===== src/rtl/bkpt_pkg.sv =====
package bkpt_pkg;
  localparam int unsigned CTRL_W = 11;

  typedef struct packed {
    logic rw1;          // 10
    logic rwe1;         // 9
    logic rw0;          // 8
    logic rwe0;         // 7
    logic data_ign_lo;  // 6
    logic size8;        // 5
    logic addr_ign_lo;  // 4
    logic prog_only;    // 3
    logic dual;         // 2
    logic en_d;         // 1
    logic en_a;         // 0
  } ctrl_t;

  typedef enum logic [1:0] {
    SEL_CTRL = 2'd0,
    SEL_ADDR = 2'd1,
    SEL_DATA = 2'd2,
    SEL_NONE = 2'd3
  } reg_sel_e;
endpackage


===== src/rtl/bkpt_regs.sv =====
module bkpt_regs
  import bkpt_pkg::*;
#(
  parameter int unsigned W    = 16,
  parameter int unsigned LO_W = 8
) (
  input  logic         clk_i,
  input  logic         rst_ni,
  input  logic         wr_en_i,
  input  logic [1:0]   wr_addr_i,
  input  logic         wr_hi_i,
  input  logic         wr_lo_i,
  input  logic [W-1:0] wr_data_i,
  output ctrl_t        ctrl_o,
  output logic [W-1:0] addr_ref_o,
  output logic [W-1:0] data_ref_o
);
  localparam int unsigned HI_W = W - LO_W;

  logic [CTRL_W-1:0] ctrl_q;
  logic [W-1:0]      addr_q, data_q;
  logic              sel_ctrl, sel_addr, sel_data;

  assign sel_ctrl = wr_en_i && (reg_sel_e'(wr_addr_i) == SEL_CTRL);
  assign sel_addr = wr_en_i && (reg_sel_e'(wr_addr_i) == SEL_ADDR);
  assign sel_data = wr_en_i && (reg_sel_e'(wr_addr_i) == SEL_DATA);

  always_ff @(posedge clk_i or negedge rst_ni) begin
    if (!rst_ni) begin
      ctrl_q <= '0;
      addr_q <= '0;
      data_q <= '0;
    end else begin
      if (sel_ctrl && wr_lo_i) ctrl_q[LO_W-1:0]      <= wr_data_i[LO_W-1:0];
      if (sel_ctrl && wr_hi_i) ctrl_q[CTRL_W-1:LO_W] <= wr_data_i[CTRL_W-1:LO_W];
      if (sel_addr && wr_lo_i) addr_q[LO_W-1:0]      <= wr_data_i[LO_W-1:0];
      if (sel_addr && wr_hi_i) addr_q[W-1:LO_W]      <= wr_data_i[W-1:LO_W];
      if (sel_data && wr_lo_i) data_q[LO_W-1:0]      <= wr_data_i[LO_W-1:0];
      if (sel_data && wr_hi_i) data_q[W-1:LO_W]      <= wr_data_i[W-1:LO_W];
    end
  end

  assign ctrl_o     = ctrl_t'(ctrl_q);
  assign addr_ref_o = addr_q;
  assign data_ref_o = data_q;

  if (HI_W == 0) begin : g_bad_width
    initial $error("bkpt_regs: W must exceed LO_W");
  end
endmodule


===== src/rtl/bkpt_cmp.sv =====
module bkpt_cmp #(
  parameter int unsigned W    = 16,
  parameter int unsigned LO_W = 8
) (
  input  logic [W-1:0] ref_i,
  input  logic [W-1:0] opnd_i,
  input  logic         ign_lo_i,
  input  logic         only_lo_i,
  input  logic         rwe_i,
  input  logic         rw_i,
  input  logic         bus_rd_i,
  output logic         hit_o
);
  logic [W-1:0] mask;
  logic         val_eq, dir_ok;

  always_comb begin
    mask = '1;
    if (ign_lo_i)  mask[LO_W-1:0] = '0;
    if (only_lo_i) mask[W-1:LO_W] = '0;
  end

  assign val_eq = ((ref_i ^ opnd_i) & mask) == '0;
  assign dir_ok = !rwe_i || (rw_i == bus_rd_i);
  assign hit_o  = val_eq && dir_ok;
endmodule


===== src/rtl/bkpt_req.sv =====
module bkpt_req (
  input  logic       clk_i,
  input  logic       rst_ni,
  input  logic [1:0] hit_i,
  input  logic [1:0] en_i,
  input  logic       dual_i,
  input  logic       prog_only_i,
  input  logic       bus_valid_i,
  input  logic       bus_fetch_i,
  input  logic       dbg_en_i,
  input  logic       dbg_active_i,
  output logic       req_o
);
  logic match_and, match_or, match, gate, req_q;

  // combined: every enabled compare must hit; dual: any enabled compare
  assign match_and = (|en_i) && (!en_i[0] || hit_i[0]) && (!en_i[1] || hit_i[1]);
  assign match_or  = |(en_i & hit_i);
  assign match     = dual_i ? match_or : match_and;
  assign gate      = bus_valid_i && dbg_en_i && !dbg_active_i &&
                     (!prog_only_i || bus_fetch_i);

  always_ff @(posedge clk_i or negedge rst_ni) begin
    if (!rst_ni) req_q <= 1'b0;
    else         req_q <= match && gate;
  end

  assign req_o = req_q;
endmodule


===== src/rtl/bkpt_unit.sv =====
module bkpt_unit
  import bkpt_pkg::*;
#(
  parameter int unsigned W    = 16,
  parameter int unsigned LO_W = 8
) (
  input  logic         clk_i,
  input  logic         rst_ni,
  input  logic         wr_en_i,
  input  logic [1:0]   wr_addr_i,
  input  logic         wr_hi_i,
  input  logic         wr_lo_i,
  input  logic [W-1:0] wr_data_i,
  input  logic         bus_valid_i,
  input  logic [W-1:0] bus_addr_i,
  input  logic [W-1:0] bus_data_i,
  input  logic         bus_rd_i,
  input  logic         bus_fetch_i,
  input  logic         dbg_en_i,
  input  logic         dbg_active_i,
  output logic         bkpt_req_o
);
  localparam int unsigned NCH = 2;

  ctrl_t        ctrl_q;
  logic [W-1:0] addr_ref, data_ref;
  logic [W-1:0] ch_ref  [NCH];
  logic [W-1:0] ch_opnd [NCH];
  logic [NCH-1:0] ch_ign, ch_only, ch_rwe, ch_rw, ch_hit, ch_en;

  bkpt_regs #(.W(W), .LO_W(LO_W)) u_regs (
    .clk_i      (clk_i),
    .rst_ni     (rst_ni),
    .wr_en_i    (wr_en_i),
    .wr_addr_i  (wr_addr_i),
    .wr_hi_i    (wr_hi_i),
    .wr_lo_i    (wr_lo_i),
    .wr_data_i  (wr_data_i),
    .ctrl_o     (ctrl_q),
    .addr_ref_o (addr_ref),
    .data_ref_o (data_ref)
  );

  // channel 0: primary address; channel 1: data or second address
  always_comb begin
    ch_ref[0]  = addr_ref;
    ch_opnd[0] = bus_addr_i;
    ch_ign[0]  = ctrl_q.addr_ign_lo;
    ch_only[0] = 1'b0;
    ch_rwe[0]  = ctrl_q.rwe0;
    ch_rw[0]   = ctrl_q.rw0;
    ch_en[0]   = ctrl_q.en_a;
    ch_ref[1]  = data_ref;
    ch_opnd[1] = ctrl_q.dual ? bus_addr_i : bus_data_i;
    ch_ign[1]  = ctrl_q.data_ign_lo;
    ch_only[1] = ctrl_q.size8 && !ctrl_q.dual;
    ch_rwe[1]  = ctrl_q.rwe1;
    ch_rw[1]   = ctrl_q.rw1;
    ch_en[1]   = ctrl_q.en_d;
  end

  for (genvar c = 0; c < NCH; c++) begin : g_ch
    bkpt_cmp #(.W(W), .LO_W(LO_W)) u_cmp (
      .ref_i     (ch_ref[c]),
      .opnd_i    (ch_opnd[c]),
      .ign_lo_i  (ch_ign[c]),
      .only_lo_i (ch_only[c]),
      .rwe_i     (ch_rwe[c]),
      .rw_i      (ch_rw[c]),
      .bus_rd_i  (bus_rd_i),
      .hit_o     (ch_hit[c])
    );
  end

  bkpt_req u_req (
    .clk_i        (clk_i),
    .rst_ni       (rst_ni),
    .hit_i        (ch_hit),
    .en_i         (ch_en),
    .dual_i       (ctrl_q.dual),
    .prog_only_i  (ctrl_q.prog_only),
    .bus_valid_i  (bus_valid_i),
    .bus_fetch_i  (bus_fetch_i),
    .dbg_en_i     (dbg_en_i),
    .dbg_active_i (dbg_active_i),
    .req_o        (bkpt_req_o)
  );
endmodule


===== config.mk =====
export PLATFORM = sky130hd
export DESIGN_NAME = bkpt_unit
export DESIGN_NICKNAME = d
export VERILOG_FILES = /design/src/rtl/bkpt_pkg.sv /design/src/rtl/bkpt_regs.sv /design/src/rtl/bkpt_cmp.sv /design/src/rtl/bkpt_req.sv /design/src/rtl/bkpt_unit.sv
export SDC_FILE = /design/constraint.sdc
export NUM_CORES = 1
export LEC_CHECK = 0
export ABC_AREA = 1
export BUFFER_PORTS_ARGS = -buffer_cell sky130_fd_sc_hd__buf_2
export CORE_ASPECT_RATIO = 1.2
export CORE_MARGIN = 8
export CORE_UTILIZATION = 48
export DETAILED_ROUTE_END_ITERATION = 12
export PLACE_DENSITY = 0.78
export SLEW_MARGIN = 20
export SYNTH_ARGS = -nofsm -noshare
export SYNTH_HDL_FRONTEND = slang
export SYNTH_SLANG_ARGS = --single-unit

===== constraint.sdc =====
create_clock -name clk_i -period 1.34 [get_ports clk_i]
set_input_delay 0.067 -clock clk_i [delete_from_list [all_inputs] [get_ports clk_i]]
set_output_delay 0.067 -clock clk_i [all_outputs]
set_load 0.02 [all_outputs]

==> key figures <==
Setup path
  • Critical path type: reg -> reg
  • Crit-path max FO: 4
  • Setup crit start kind: flip-flop
  • Critical Path End Type: flip-flop
  • Reg2Reg Launch Point: u_regs.ctrl_o[2]
  • WP data required: 1.56 ns
  • Arrival time worst endpoint: 1.84 ns
  • Reg2reg path depth: 14
  • Critical R2R Capture: u_req.req_o
  • Worst reg2reg setup slack: -0.28 ns

Min path
  • Worst min path class: in -> reg
  • Worst Hold Path EP: u_req.req_o
  • Hold path start: dbg_active_i
  • WHS Path Cells: 4

Clocking
  • H-tree levels: 2
  • CTS max path bufs: 2
  • CTS Root Buffer Type: clkbuf_8
  • Clock Sinks: 44
  • Clock transition at path regs: 0.08 ns
  • Worst skew pair latency: 0.29 ns
  • Num CTS Buffers: 5
  • CTS resizes: 0
  • CTS tree: built
  • Post-CTS setup buffers: 0

Placed design
  • Pre-CTS setup slack: -0.262 ns
  • IO Port Bufs: 60
  • Post-DP Area: 2900 um2
  • GPL Wtd Cong: 0.863
  • Detailed Place HPWL: 4780 um

Synthesis
  • Synth cell count leaders: nand2_1 (135), o21ai_0 (46), dfrtp_1 (44)
  • Post-synth EDFFs: 0
  • Number of synthesized register bits: 44
  • Count leader, synth: nand2_1
  • Syn avg cell area: 7.13 um2
  • Sequential share of the synthesized area: 0.440
  • Dominant cells by area after synthesis: dfrtp_1 (44%), nand2_1 (20%), o21ai_0 (9.2%)
  • Synthesized area: 2500 um2
  • Yosys top cell area share: 0.440
  • Ys async rst share: 1.00
  • Unique masters post-synth: 21
  • Post-synth top area cell: dfrtp_1
  • Syn. warnings: 0
  • Synth Net Count: 411
  • Ys flop type: dfrtp_1
  • Mapped Cells: 351

Status
  • Status: finished, violations left
  • Failing checks: negative setup slack

Detailed routing
  • Routed Antenna Nets: 0
  • Post-Route WL: 6060 um
  • Vias per cell: 5.01
  • Drt pass-1 iters: 5
  • Post-DR wirelength/cell: 12.6 um
  • Drt initial violations: 109
  • DRC: 0
  • Vias: 2411

STA
  • Final period utilization: 1.21
  • Slew HR: 0.662
  • Setup Skew: 0.00200 ns
  • Hold Worst Slack: 0.0294 ns
  • Final Hold Viols: 0
  • Fmax: 619 MHz
  • Fin worst setup slack: -0.276 ns
  • Minimum clock period: 1.62 ns
  • Tightest Pin Transition: 0.506 ns
  • Final setup violation count: 1
  • Fin. max-slew vios: 0
  • RSZ-0062 raised after global routing: yes

Global routing
  • GR Util All Layers: 0.163
  • Initial antenna violation count: 0
  • First-pass GRT wire length: 10200 um
  • Largest net degree at the start of global routing: 45
  • Vias in the first global route: 2400
  • GRT overflow: 0

Finish
  • Layout cells sized above 1: 0.200
  • Area grow syn2layout: 20.1%
  • Design Area, Final: 3010 um2
  • N_diodes: 0
  • Final net count: 479

Flow run
  • Max Cap Viol: 0

Die
  • Die height: 95.1 um
  • Chip width: 81.9 um
  • Initial Utilization: 0.486
  • Core area: 5150 um2
  • Num rows: 29
  • Io pins: 61
  • Die ar.: 7790 um2

Pwr
  • Pwr/cell area: 1240 nW/um2
  • Leakage power: 1.62 nW
  • Peak supply drop: 0.623 mV
  • Total Power: 3.72 mW
through the flow:
| stage | setup TNS [ns] | utilization | cells |
|---|---|---|---|
| after detailed placement | -0.262 | 0.563 | 473 |
| final | -0.276 | 0.584 | 481 |
| after global routing | -0.448 | 0.584 | 481 |
| after floorplan | -0.0710 | - | 351 |
| after CTS | -0.264 | 0.584 | 481 |
| after global placement | -0.140 | 0.563 | 473 |
registers in the layout (all words and copies together) (netlist names):
register	count
u_regs.ctrl_o	11
u_req.req_o	1
u_regs.addr_ref_o	16
u_regs.data_ref_o	16
repair_timing:
| item | in CTS | in global routing |
|---|---|---|
| endpoints found under the hold margin | 44 | 0 |
| pin swaps | 1 | 0 |
| endpoints found under the setup margin | 1 | 1 |
| hold buffers | 1 | 0 |
placed cells by master, fill, tap and decap left out, drive strengths merged, types with 2 or more instances in the layout:
master  netlist  final
o21ai        46     46
clkbuf        5      7
nor2         21     21
nand3b       12     12
a211oi        2      2
xnor2         8      8
inv          34     34
a21oi         5      5
nand3        25     25
o21bai        2      2
buf           3     68
dfrtp        44     44
nand2       139    139
routing by layer:
metal,vias up,share of wire,track usage
met5,-,0,0
met4,0,0.018,0.0587
met3,9,0.051,0.0330
met2,52,0.51,0.280
met1,1097,0.42,0.195
li1,1253,-,-
worst max-delay path: stages, from the launching register on:
cell and delay, ns:
dfrtp_1 0.41, inv_2 0.08, buf_4 0.14, nand2_1 0.07
nand2_1 0.06, nand2_1 0.04, nand3_1 0.06, nand2_1 0.05
nor2_1 0.13, nand3_1 0.11, nor2_1 0.13, nand2_1 0.08
nand2_1 0.06, nand2_1 0.04, nor2_1 0.09
where the power goes:
part / internal (mW) / switching [mW]
clock network: 0.459 / 0.422
registers: 1.57 / 0.171
logic: 0.499 / 0.601
logic make-up (layout without fill, tap and decap cells):
| family | Yosys count | after routing | synth area share |
|---|---|---|---|
| flip-flops | 44 | 44 | 0.440 |
| AO/OA/AOI/OAI | 56 | 56 | 0.116 |
| XOR/XNOR | 9 | 9 | 0.0315 |
| AND/OR/NAND/NOR | 200 | 200 | 0.337 |
| buffers and inverters | 42 | 110 | 0.0755 |
area by class of cell:
class	count	area [um2]
Multi-Input combinational cell	265	1220
Clock buffer	7	96.3
Tap cell	62	77.6
Timing Repair Buffer	69	383
Fill cell	509	2150
Sequential cell	44	1100
Inverter	34	128
worst max-delay path by stage:
| stage | from | to | slack [ns] | cells after the start |
|---|---|---|---|---|
| 6_report | u_regs.ctrl_o[2] | u_req.req_o | -0.28 | 14 |
| 2_1_floorplan | u_regs.ctrl_o[2] | u_req.req_o | -0.07 | 14 |
| 3_3_place_gp | u_regs.ctrl_o[2] | u_req.req_o | -0.14 | 14 |
| 3_5_place_dp | u_regs.ctrl_o[2] | u_req.req_o | -0.26 | 14 |
| 4_1_cts | u_regs.ctrl_o[2] | u_req.req_o | -0.26 | 14 |
| 5_1_grt | u_regs.ctrl_o[2] | u_req.req_o | -0.45 | 14 |
Note: power is estimated with default switching activity, not from simulation.
